**config.mk**
```make
export PLATFORM = sky130hd
export DESIGN_NAME = pwm_leadin_array
export DESIGN_NICKNAME = d
export VERILOG_FILES = /design/src/rtl/pwm_lead_pkg.sv /design/src/rtl/pwm_lead_regs.sv /design/src/rtl/pwm_lead_chan.sv /design/src/rtl/pwm_leadin_array.sv
export SDC_FILE = /design/constraint.sdc
export NUM_CORES = 2
export LEC_CHECK = 0
export ABC_AREA = 1
export BUFFER_PORTS_ARGS = -buffer_cell sky130_fd_sc_hd__buf_2
export CAP_MARGIN = 20
export CORE_MARGIN = 2
export CORE_UTILIZATION = 27
export CTS_CLUSTER_SIZE = 20
export DETAILED_ROUTE_END_ITERATION = 6
export GPL_ROUTABILITY_DRIVEN = 0
export PLACE_DENSITY = 0.53
export SLEW_MARGIN = 20
export SYNTH_ARGS = -nofsm -noshare
export SYNTH_HDL_FRONTEND = slang
export SYNTH_SLANG_ARGS = --single-unit
```
**constraint.sdc**
```tcl
create_clock -name clk -period 6.4 [get_ports clk]
set_input_delay 0.96 -clock clk [delete_from_list [all_inputs] [get_ports clk]]
set_output_delay 0.96 -clock clk [all_outputs]
set_load 0.02 [all_outputs]
```
**src/rtl/pwm_lead_pkg.sv**
```systemverilog
package pwm_lead_pkg;
  localparam int DATA_W = 32;
  localparam int TIME_W = 16;
  localparam int LEAD_W = 15;
  localparam int REP_W  = 16;
  localparam int PER_W  = TIME_W + 1;
  localparam int EN_BIT = 31;

  typedef enum logic [1:0] {ST_OFF, ST_LEAD, ST_RUN, ST_DONE} chan_st_e;

  function automatic logic en_flag(input logic [DATA_W-1:0] w);
    return w[EN_BIT];
  endfunction

  function automatic logic [LEAD_W-1:0] lead_time(input logic [DATA_W-1:0] w);
    return w[EN_BIT-1 -: LEAD_W];
  endfunction

  function automatic logic [REP_W-1:0] rep_limit(input logic [DATA_W-1:0] w);
    return w[REP_W-1:0];
  endfunction

  function automatic logic [TIME_W-1:0] hi_time(input logic [DATA_W-1:0] w);
    return w[DATA_W-1 -: TIME_W];
  endfunction

  function automatic logic [TIME_W-1:0] lo_time(input logic [DATA_W-1:0] w);
    return w[TIME_W-1:0];
  endfunction

  // Period length in cycles; an all-zero setting still lasts one cycle.
  function automatic logic [PER_W-1:0] period_len(input logic [DATA_W-1:0] w);
    logic [PER_W-1:0] s;
    s = PER_W'(hi_time(w)) + PER_W'(lo_time(w));
    return (s == '0) ? PER_W'(1) : s;
  endfunction
endpackage

```
**src/rtl/pwm_lead_regs.sv**
```systemverilog
module pwm_lead_regs
  import pwm_lead_pkg::*;
#(
  parameter int NCH = 6,
  parameter int AW  = 4
) (
  input  logic                         clk,
  input  logic                         rst_n,
  input  logic                         wr,
  input  logic [AW-1:0]                addr,
  input  logic [DATA_W-1:0]            wdata,
  output logic [DATA_W-1:0]            rdata,
  output logic [NCH-1:0][DATA_W-1:0]   ctl_q,
  output logic [NCH-1:0][DATA_W-1:0]   tim_q
);
  localparam int IDX_W = AW - 1;

  logic             bank_tim;
  logic [IDX_W-1:0] idx;

  assign bank_tim = addr[AW-1];
  assign idx      = addr[IDX_W-1:0];

  for (genvar g = 0; g < NCH; g++) begin : g_reg
    always_ff @(posedge clk or negedge rst_n) begin
      if (!rst_n) begin
        ctl_q[g] <= '0;
        tim_q[g] <= '0;
      end else if (wr && idx == IDX_W'(g)) begin
        if (bank_tim) tim_q[g] <= wdata;
        else          ctl_q[g] <= wdata;
      end
    end
  end

  always_comb begin
    rdata = '0;
    for (int k = 0; k < NCH; k++) begin
      if (idx == IDX_W'(k)) rdata = bank_tim ? tim_q[k] : ctl_q[k];
    end
  end
endmodule

```
**src/rtl/pwm_lead_chan.sv**
```systemverilog
module pwm_lead_chan
  import pwm_lead_pkg::*;
(
  input  logic              clk,
  input  logic              rst_n,
  input  logic [DATA_W-1:0] ctl,
  input  logic [DATA_W-1:0] tim,
  output logic              out,
  output chan_st_e          st_o,
  output logic [PER_W-1:0]  pos_o,
  output logic [PER_W-1:0]  per_o,
  output logic [DATA_W-1:0] sh_o,
  output logic              wrap_o
);
  chan_st_e          st;
  logic [PER_W-1:0]  pos;
  logic [DATA_W-1:0] sh;
  logic [LEAD_W-1:0] lcnt;
  logic [REP_W-1:0]  rlim;
  logic [REP_W-1:0]  rcnt;

  logic              en;
  logic [PER_W-1:0]  per;
  logic              at_end;
  logic              last_rep;

  assign en       = en_flag(ctl);
  assign per      = period_len(sh);
  assign at_end   = (pos == per - PER_W'(1));
  assign last_rep = (rlim != '0) && (rcnt == rlim - REP_W'(1));

  always_ff @(posedge clk or negedge rst_n) begin
    if (!rst_n) begin
      st   <= ST_OFF;
      pos  <= '0;
      sh   <= '0;
      lcnt <= '0;
      rlim <= '0;
      rcnt <= '0;
    end else if (!en) begin
      st <= ST_OFF;
    end else begin
      unique case (st)
        ST_OFF: begin
          sh   <= tim;
          rlim <= rep_limit(ctl);
          rcnt <= '0;
          pos  <= '0;
          lcnt <= lead_time(ctl);
          st   <= (lead_time(ctl) == '0) ? ST_RUN : ST_LEAD;
        end
        ST_LEAD: begin
          if (lcnt == LEAD_W'(1)) begin
            st  <= ST_RUN;
            pos <= '0;
            sh  <= tim;
          end else begin
            lcnt <= lcnt - LEAD_W'(1);
          end
        end
        ST_RUN: begin
          if (at_end) begin
            if (last_rep) begin
              st <= ST_DONE;
            end else begin
              pos <= '0;
              sh  <= tim;
              if (rlim != '0) rcnt <= rcnt + REP_W'(1);
            end
          end else begin
            pos <= pos + PER_W'(1);
          end
        end
        default: ;
      endcase
    end
  end

  assign out    = en && (st == ST_RUN) && (pos < PER_W'(hi_time(sh)));
  assign wrap_o = en && (st == ST_RUN) && at_end;
  assign st_o   = st;
  assign pos_o  = pos;
  assign per_o  = per;
  assign sh_o   = sh;
endmodule

```
**src/rtl/pwm_leadin_array.sv**
```systemverilog
module pwm_leadin_array
  import pwm_lead_pkg::*;
#(
  parameter int NCH = 6,
  parameter int AW  = 4
) (
  input  logic              clk,
  input  logic              rst_n,
  input  logic              bus_wr,
  input  logic [AW-1:0]     bus_addr,
  input  logic [DATA_W-1:0] bus_wdata,
  output logic [DATA_W-1:0] bus_rdata,
  output logic [NCH-1:0]    pwm_out
);
  logic [NCH-1:0][DATA_W-1:0] ctl_q;
  logic [NCH-1:0][DATA_W-1:0] tim_q;

  // Named per-channel events for the checker.
  logic [NCH-1:0]             ch_en;
  logic [NCH-1:0]             ch_lead;
  logic [NCH-1:0]             ch_run;
  logic [NCH-1:0]             ch_done;
  logic [NCH-1:0]             ch_wrap;
  logic [NCH-1:0][PER_W-1:0]  ch_pos;
  logic [NCH-1:0][PER_W-1:0]  ch_per;
  logic [NCH-1:0][DATA_W-1:0] ch_sh;

  pwm_lead_regs #(.NCH(NCH), .AW(AW)) u_regs (
    .clk   (clk),
    .rst_n (rst_n),
    .wr    (bus_wr),
    .addr  (bus_addr),
    .wdata (bus_wdata),
    .rdata (bus_rdata),
    .ctl_q (ctl_q),
    .tim_q (tim_q)
  );

  for (genvar g = 0; g < NCH; g++) begin : g_ch
    chan_st_e st;

    pwm_lead_chan u_ch (
      .clk    (clk),
      .rst_n  (rst_n),
      .ctl    (ctl_q[g]),
      .tim    (tim_q[g]),
      .out    (pwm_out[g]),
      .st_o   (st),
      .pos_o  (ch_pos[g]),
      .per_o  (ch_per[g]),
      .sh_o   (ch_sh[g]),
      .wrap_o (ch_wrap[g])
    );

    assign ch_en[g]   = en_flag(ctl_q[g]);
    assign ch_lead[g] = (st == ST_LEAD);
    assign ch_run[g]  = (st == ST_RUN);
    assign ch_done[g] = (st == ST_DONE);
  end
endmodule

```
# Word-level counts from Yosys, hierarchy flattened
# Index checks and enable logic that the tools add are counted.
[totals]
in_bits = 39
register_bits = 972
out_inout_bits = 38
word_cells = 439
[classes]
muxes = 138
magnitude_cmp = 6
n_addsub = 36
bitwise = 1
n_reduce_logical = 115
n_eq_ne = 95
[ops]
columns = ["operator", "count"]
rows = [
  ["2-to-1 mux 32 bit", 30],
  ["one-hot mux 32 bit (3 select lines)", 6],
  ["2-to-1 mux 17 bit", 24],
  ["one-hot mux 17 bit (3 select lines)", 6],
  ["2-to-1 mux 16 bit", 18],
  ["one-hot mux 16 bit (2 select lines)", 6],
  ["one-hot mux 15 bit (2 select lines)", 6],
  ["adder 16 x 16 -> 17 bit", 6],
  ["adder 17 x 1 -> 17 bit (second input constant)", 6],
  ["== test 17 bit", 6],
  ["zero test 17 bit", 6],
  ["less-than comparator 17 x 16 -> 1 bit", 6],
  ["subtractor 17 x 1 -> 17 bit (second input constant)", 6],
  ["adder 16 x 1 -> 16 bit (second input constant)", 6],
  ["== test 16 bit", 6],
  ["nonzero test 16 bit", 6],
  ["subtractor 16 x 1 -> 16 bit (second input constant)", 6],
  ["== test 15 x 1 -> 1 bit (second input constant)", 6],
  ["zero test 15 bit", 6],
  ["2-to-1 mux 15 bit", 6],
  ["subtractor 15 x 1 -> 15 bit (second input constant)", 6],
  ["2-to-1 mux 2 bit", 30],
  ["AND reduction 5 bit", 12],
  ["!= test 3 x 2 -> 1 bit (second input constant)", 18],
  ["19 further kinds", 151],
]

# Logic depth before layout (Yosys ltp)
[logic_depth]
depth_word = 8
ltp_mapped = 34
depth_no_buf = 32

# By module
# From an unflattened synthesis, not the netlist that was laid out.
[hier_totals]
cells_unflattened = 9454
area_unflattened_um2 = 67793.8
[modules_own_cells]
columns = ["module", "area_each_um2", "n_inst", "cells_each"]
rows = [
  ["pwm_lead_chan (g_ch[0].u_ch ...)", 8444.3, 4, 1213],
  ["pwm_lead_regs", 17147.7, 1, 2145],
  ["pwm_lead_chan (g_ch[5].u_ch)", 8441.8, 1, 1252],
  ["pwm_lead_chan (g_ch[4].u_ch)", 8426.8, 1, 1205],
]

# Worst setup path after synthesis
# No wires, ideal clock.
[synth_path]
kind = "reg-to-reg"
start = "register g_ch[1].u_ch.sh[0]"
end = "register g_ch[1].u_ch.rcnt[8]"
path_stages_with_launch = 28
required_ns = 6.283
slack_ns = 2.316
arrival_ns = 3.967
period_less_slack_ns = 4.084
setup_ns = 0.117
path_cell_list = "dfrtp_1 ha_1 fa_1 nand3_1 nand3_1 xor2_1 nor2_2 nand3_2 nor2_2 nand4_2 buf_6 nand2_1 inv_1 ha_1 nand3_1 inv_1 nand4_1 nor3_2 nand3_1 xor2_1 o21ai_0 nor2_1 nand2_2 nand2_4 nand3_4 buf_2 nand2_1 nand2_1"
[synth_between]
elab_chain_len = 7
[synth_rtl]
columns = ["item", "line_no", "rtl"]
rows = [
  ["start: declaration", "pwm_lead_chan.sv:17", "logic [DATA_W-1:0] sh;"],
  ["start signal: assignment", "pwm_lead_chan.sv:45", "sh <= tim;"],
  ["start signal: assignment", "pwm_lead_chan.sv:56", "sh <= tim;"],
  ["start signal: assignment", "pwm_lead_chan.sv:67", "sh <= tim;"],
  ["adder 16 x 16 -> 17 bit (*)", "pwm_lead_pkg.sv:34", "s = PER_W'(hi_time(w)) + PER_W'(lo_time(w));"],
  ["zero test 17 bit", "pwm_lead_pkg.sv:35", "return (s == '0) ? PER_W'(1) : s;"],
  ["2-to-1 mux 17 bit (*)", "pwm_lead_pkg.sv:35", ""],
  ["subtractor 17 x 1 -> 17 bit (*)", "pwm_lead_chan.sv:29", "assign at_end = (pos == per - PER_W'(1));"],
  ["== test 17 bit (*)", "pwm_lead_chan.sv:29", ""],
  ["!= test 2 x 1 -> 1 bit (no source line) (*)", "--", ""],
  ["AND reduction 5 bit (no source line) (*)", "--", ""],
  ["end signal: assignment", "pwm_lead_chan.sv:68", "if (rlim != '0) rcnt <= rcnt + REP_W'(1);"],
  ["end: declaration", "pwm_lead_chan.sv:20", "logic [REP_W-1:0] rcnt;"],
]
# Every way passes the cells marked *; elsewhere a longest branch is shown, timed or not.
# A chain may end at the register's enable or synchronous reset.

# Worst setup path in the final report
[layout_path]
start = "register g_ch[2].u_ch.sh[16]"
end = "register g_ch[2].u_ch.sh[0]"
[layout_between]
elab_chain_len = 7
[layout_rtl]
columns = ["item", "line_no"]
rows = [
  ["start: declaration", "pwm_lead_chan.sv:17"],
  ["start signal: assignment", "pwm_lead_chan.sv:45"],
  ["start signal: assignment", "pwm_lead_chan.sv:56"],
  ["start signal: assignment", "pwm_lead_chan.sv:67"],
  ["adder 16 x 16 -> 17 bit (*)", "pwm_lead_pkg.sv:34"],
  ["zero test 17 bit", "pwm_lead_pkg.sv:35"],
  ["2-to-1 mux 17 bit (*)", "pwm_lead_pkg.sv:35"],
  ["subtractor 17 x 1 -> 17 bit (*)", "pwm_lead_chan.sv:29"],
  ["== test 17 bit (*)", "pwm_lead_chan.sv:29"],
  ["!= test 2 x 1 -> 1 bit (no source line) (*)", "--"],
  ["AND reduction 5 bit (no source line) (*)", "--"],
]
# Marked as above.

==> results.yml <==
outcome:
  status: "complete, no violations"
floorplanning:
  die_h_um: 492
  die_x_um: 492
  io_pins: 77
  rows: 179
  die_area_um2: 242000
  core_um2: 238000
  initial_core_util_pct: 27.1
cells_and_area:
  final_nets: 9133
  finalNonFillerCells: 12100
  syn_to_final_growth_pct: 11.3
  mostFrequentLayoutCell: "nand2_1"
  multi_input_area_um2: 34500
  ff_latch_area_um2: 24300
  drive_gt1_share_pct: 5.85
  fill_cells: 25500
  final_cell_mix: "nand2_1 (2,647), inv_1 (1,038), dfrtp_1 (972), o21ai_0 (842), nor2_1 (601)"
synth:
  ys_ff_latch: 972
  synthSimpleGateAreaFrac_pct: 30.8
  synth_compound_area_share_pct: 11.2
  synth_area_leaders: "dfrtp_1 (38%), nand2_1 (15%), o21ai_0 (6.5%)"
  syn_nets: 9271
  netlist_area_um2: 64400
  synth_seq_area_share_pct: 37.8
  synth_top_family_by_area: "simple AND/OR/NAND/NOR gates"
  post_synth_num_cell_types: 73
  avgSynthCellArea_um2: 7.17
  synth_fa_ha_area_share_pct: 4.97
  synthXorXnorAreaFrac_pct: 6.32
  synth_warnings: 0
  synthFlopType: "dfrtp_1"
  syn-instance-count: 8980
  async_flop_share_pct: 100
  synth-edff-count: 0
  muxShareOfSynthArea_pct: 0.0350
  synth_top_area_share_pct: 37.8
  yosysTopAreaCell: "dfrtp_1"
setup_path:
  worstPathArrival_ns: 5.94
  endpoint_kind: "flip-flop"
  worstSetupPathType: "flip-flop to flip-flop"
  required_ns: 7.00
  worstReg2RegStart: "g_ch[2].u_ch.sh_o[16]"
  crit_start: "g_ch[2].u_ch.sh_o[16]"
  r2r_cells: 27
  reg2reg_slack_ns: 1.06
  crit_path_max_fanout: 42
  cp-start-kind: "flip-flop"
  r2r-end: "g_ch[2].u_ch.sh_o[0]"
cts:
  cts_tree: "yes"
  clock_path_buffers: 3
  cts-hold-fix-buffers: 0
  cts_made_buffers: 112
  ctsHtreeMaxLevel: 3
  clock-sinks: 972
  cts_setup_buffers: 0
  root_buffer: "clkbuf_16"
  insertion_delay_ns: 0.81
  clkSlewWorstSetupHoldPaths_ns: 0.07
  postCtsResizedCells: 0
placed_design:
  port_buffers: 76
  dp_hpwl_um: 161000
  dpl.cell_count: 11900
global_routing:
  grt_pass1_wl_um: 336000
  grt_usage_pct: 17.4
  grt_pass1_vias: 55600
  grt_max_degree: 160
  antenna_found_initial: 17
  grt_overflow_total: 0
sta:
  slew_viol_final: 0
  setup_tns_ns: 0
  clock_skew_ns: 0.0905
  setup_viol: 0
  final-hold-violation-count: 0
  max_freq_ghz: 0.187
  period_minus_slack_ns: 5.34
  rsz0062_at_grt: "no"
  worst_pin_slew_ns: 1.18
  slew_headroom_pct: 21.5
  hold_ws_ns: 0.132
  min_period_over_period_pct: 83.4
power:
  ir_worst_vdd_mv: 0.265
  p_leak_uw: 0.0347
  p_per_area_nw_per_um2: 448
routing:
  ant_nets: 0
  wl_per_cell_um: 17.9
  drt_wl_total_um: 216000
  via_per_inst: 4.90
  firstDrtPassIters: 5
  drc: 0
  vias: 59300
  drt_first_iter_violations: 5223
hold_path:
  hold_class: "input pin to asynchronous set/reset pin"
flow_run:
  cap_violations: 0
-- metrics by stage --
step	util [%]	power [uW]	cell area (um^2)	setup slack [ns]
final	30.2	32100	71700	1.06
after detailed placement	28.5	25000	67700	1.09
after floorplan	-	21100	64400	2.32
after global placement	28.5	24800	67600	1.14
after CTS	30.2	32200	71700	1.05
after global routing	30.2	34900	71700	0.459
-- worst max-delay path, stage by stage (launching register included) --
cell and delay (ns):
dfrtp_1 0.40, ha_1 0.23, fa_1 0.43, nand3_1 0.11
nand3_1 0.13, xor2_1 0.37, nor2_1 0.12, nand2_1 0.10
nor2_1 0.07, nand4_1 0.28, nand2_1 0.13, inv_1 0.08
ha_1 0.17, nand2_1 0.09, inv_1 0.07, nand4_1 0.19
nor3_2 0.29, xor2_1 0.22, inv_1 0.09, a21oi_1 0.12
nand3_1 0.10, nor2_2 0.14, nand2_1 0.13, nand2_2 0.12
nand3_2 0.47, buf_12 0.41, nand2_1 0.09, o21ai_2 0.05
-- registers in the layout, indices dropped and copies added, names as in the netlist --
signal           flops
u_regs.ctl_q       192
g_ch.u_ch.st_o      12
g_ch.u_ch.pos_o    102
g_ch.u_ch.sh_o     192
g_ch.u_ch.rcnt      96
g_ch.u_ch.lcnt      90
u_regs.tim_q       192
g_ch.u_ch.rlim      96
-- power breakdown --
part / internal [uW] / switching, uW
clock network: 4010 / 2940
registers: 7770 / 1790
logic: 5310 / 10300
total: 17100 / 15000
-- final cells by class --
| class | instances | area share, % |
|---|---|---|
| antenna | 5 | 0.0174 |
| clock buffer | 150 | 4.33 |
| clock inverter | 59 | 1.20 |
| inverter | 1052 | 5.51 |
| multi-input combinational | 6566 | 48.1 |
| sequential | 972 | 33.9 |
| tap | 3167 | 5.53 |
| timing repair buffer | 138 | 1.42 |
-- worst max path at each step --
stage                                 end  slack [ns]  cells after the start
finish               g_ch[2].u_ch.sh_o[0]        1.06                     27
global placement    g_ch[2].u_ch.sh_o[16]        1.14                     27
floorplan            g_ch[1].u_ch.rcnt[8]        2.32                     27
detailed placement   g_ch[2].u_ch.sh_o[0]        1.09                     27
global route         g_ch[2].u_ch.sh_o[0]        0.46                     27
CTS                  g_ch[2].u_ch.sh_o[0]        1.05                     27
-- layer usage --
layer,track usage (%),wire length (um),up-vias
met5,0,0,-
met4,6.77,9210,0
met3,2.16,11700,327
met2,27.7,97500,1571
met1,24.0,98100,28400
li1,-,-,29000
-- synthesized netlist by cell type (all sizes together) (22+ instances only) --
master     n
nand2   2665
inv     1047
dfrtp    972
o21ai    901
nor2     622
nand3    511
nand4    381
xor2     360
clkbuf   281
ha       246
a21oi    227
nor3     174
buf      109
xnor2     99
nor4      68
or2       51
o211ai    41
a22o      28
nand3b    25
a221oi    23
and2      22
-- logic make-up after synthesis --
| group | after synthesis |
|---|---|
| DFF | 972 |
| xor gates and xnor gates | 459 |
| and+or+nand+nor | 4539 |
| buffers and inverters | 1442 |
| muxes | 2 |
| adders and majority gates | 252 |
| AOI/OAI and AO/OA | 1314 |
No activity file was read; power rests on OpenSTA's default activity.
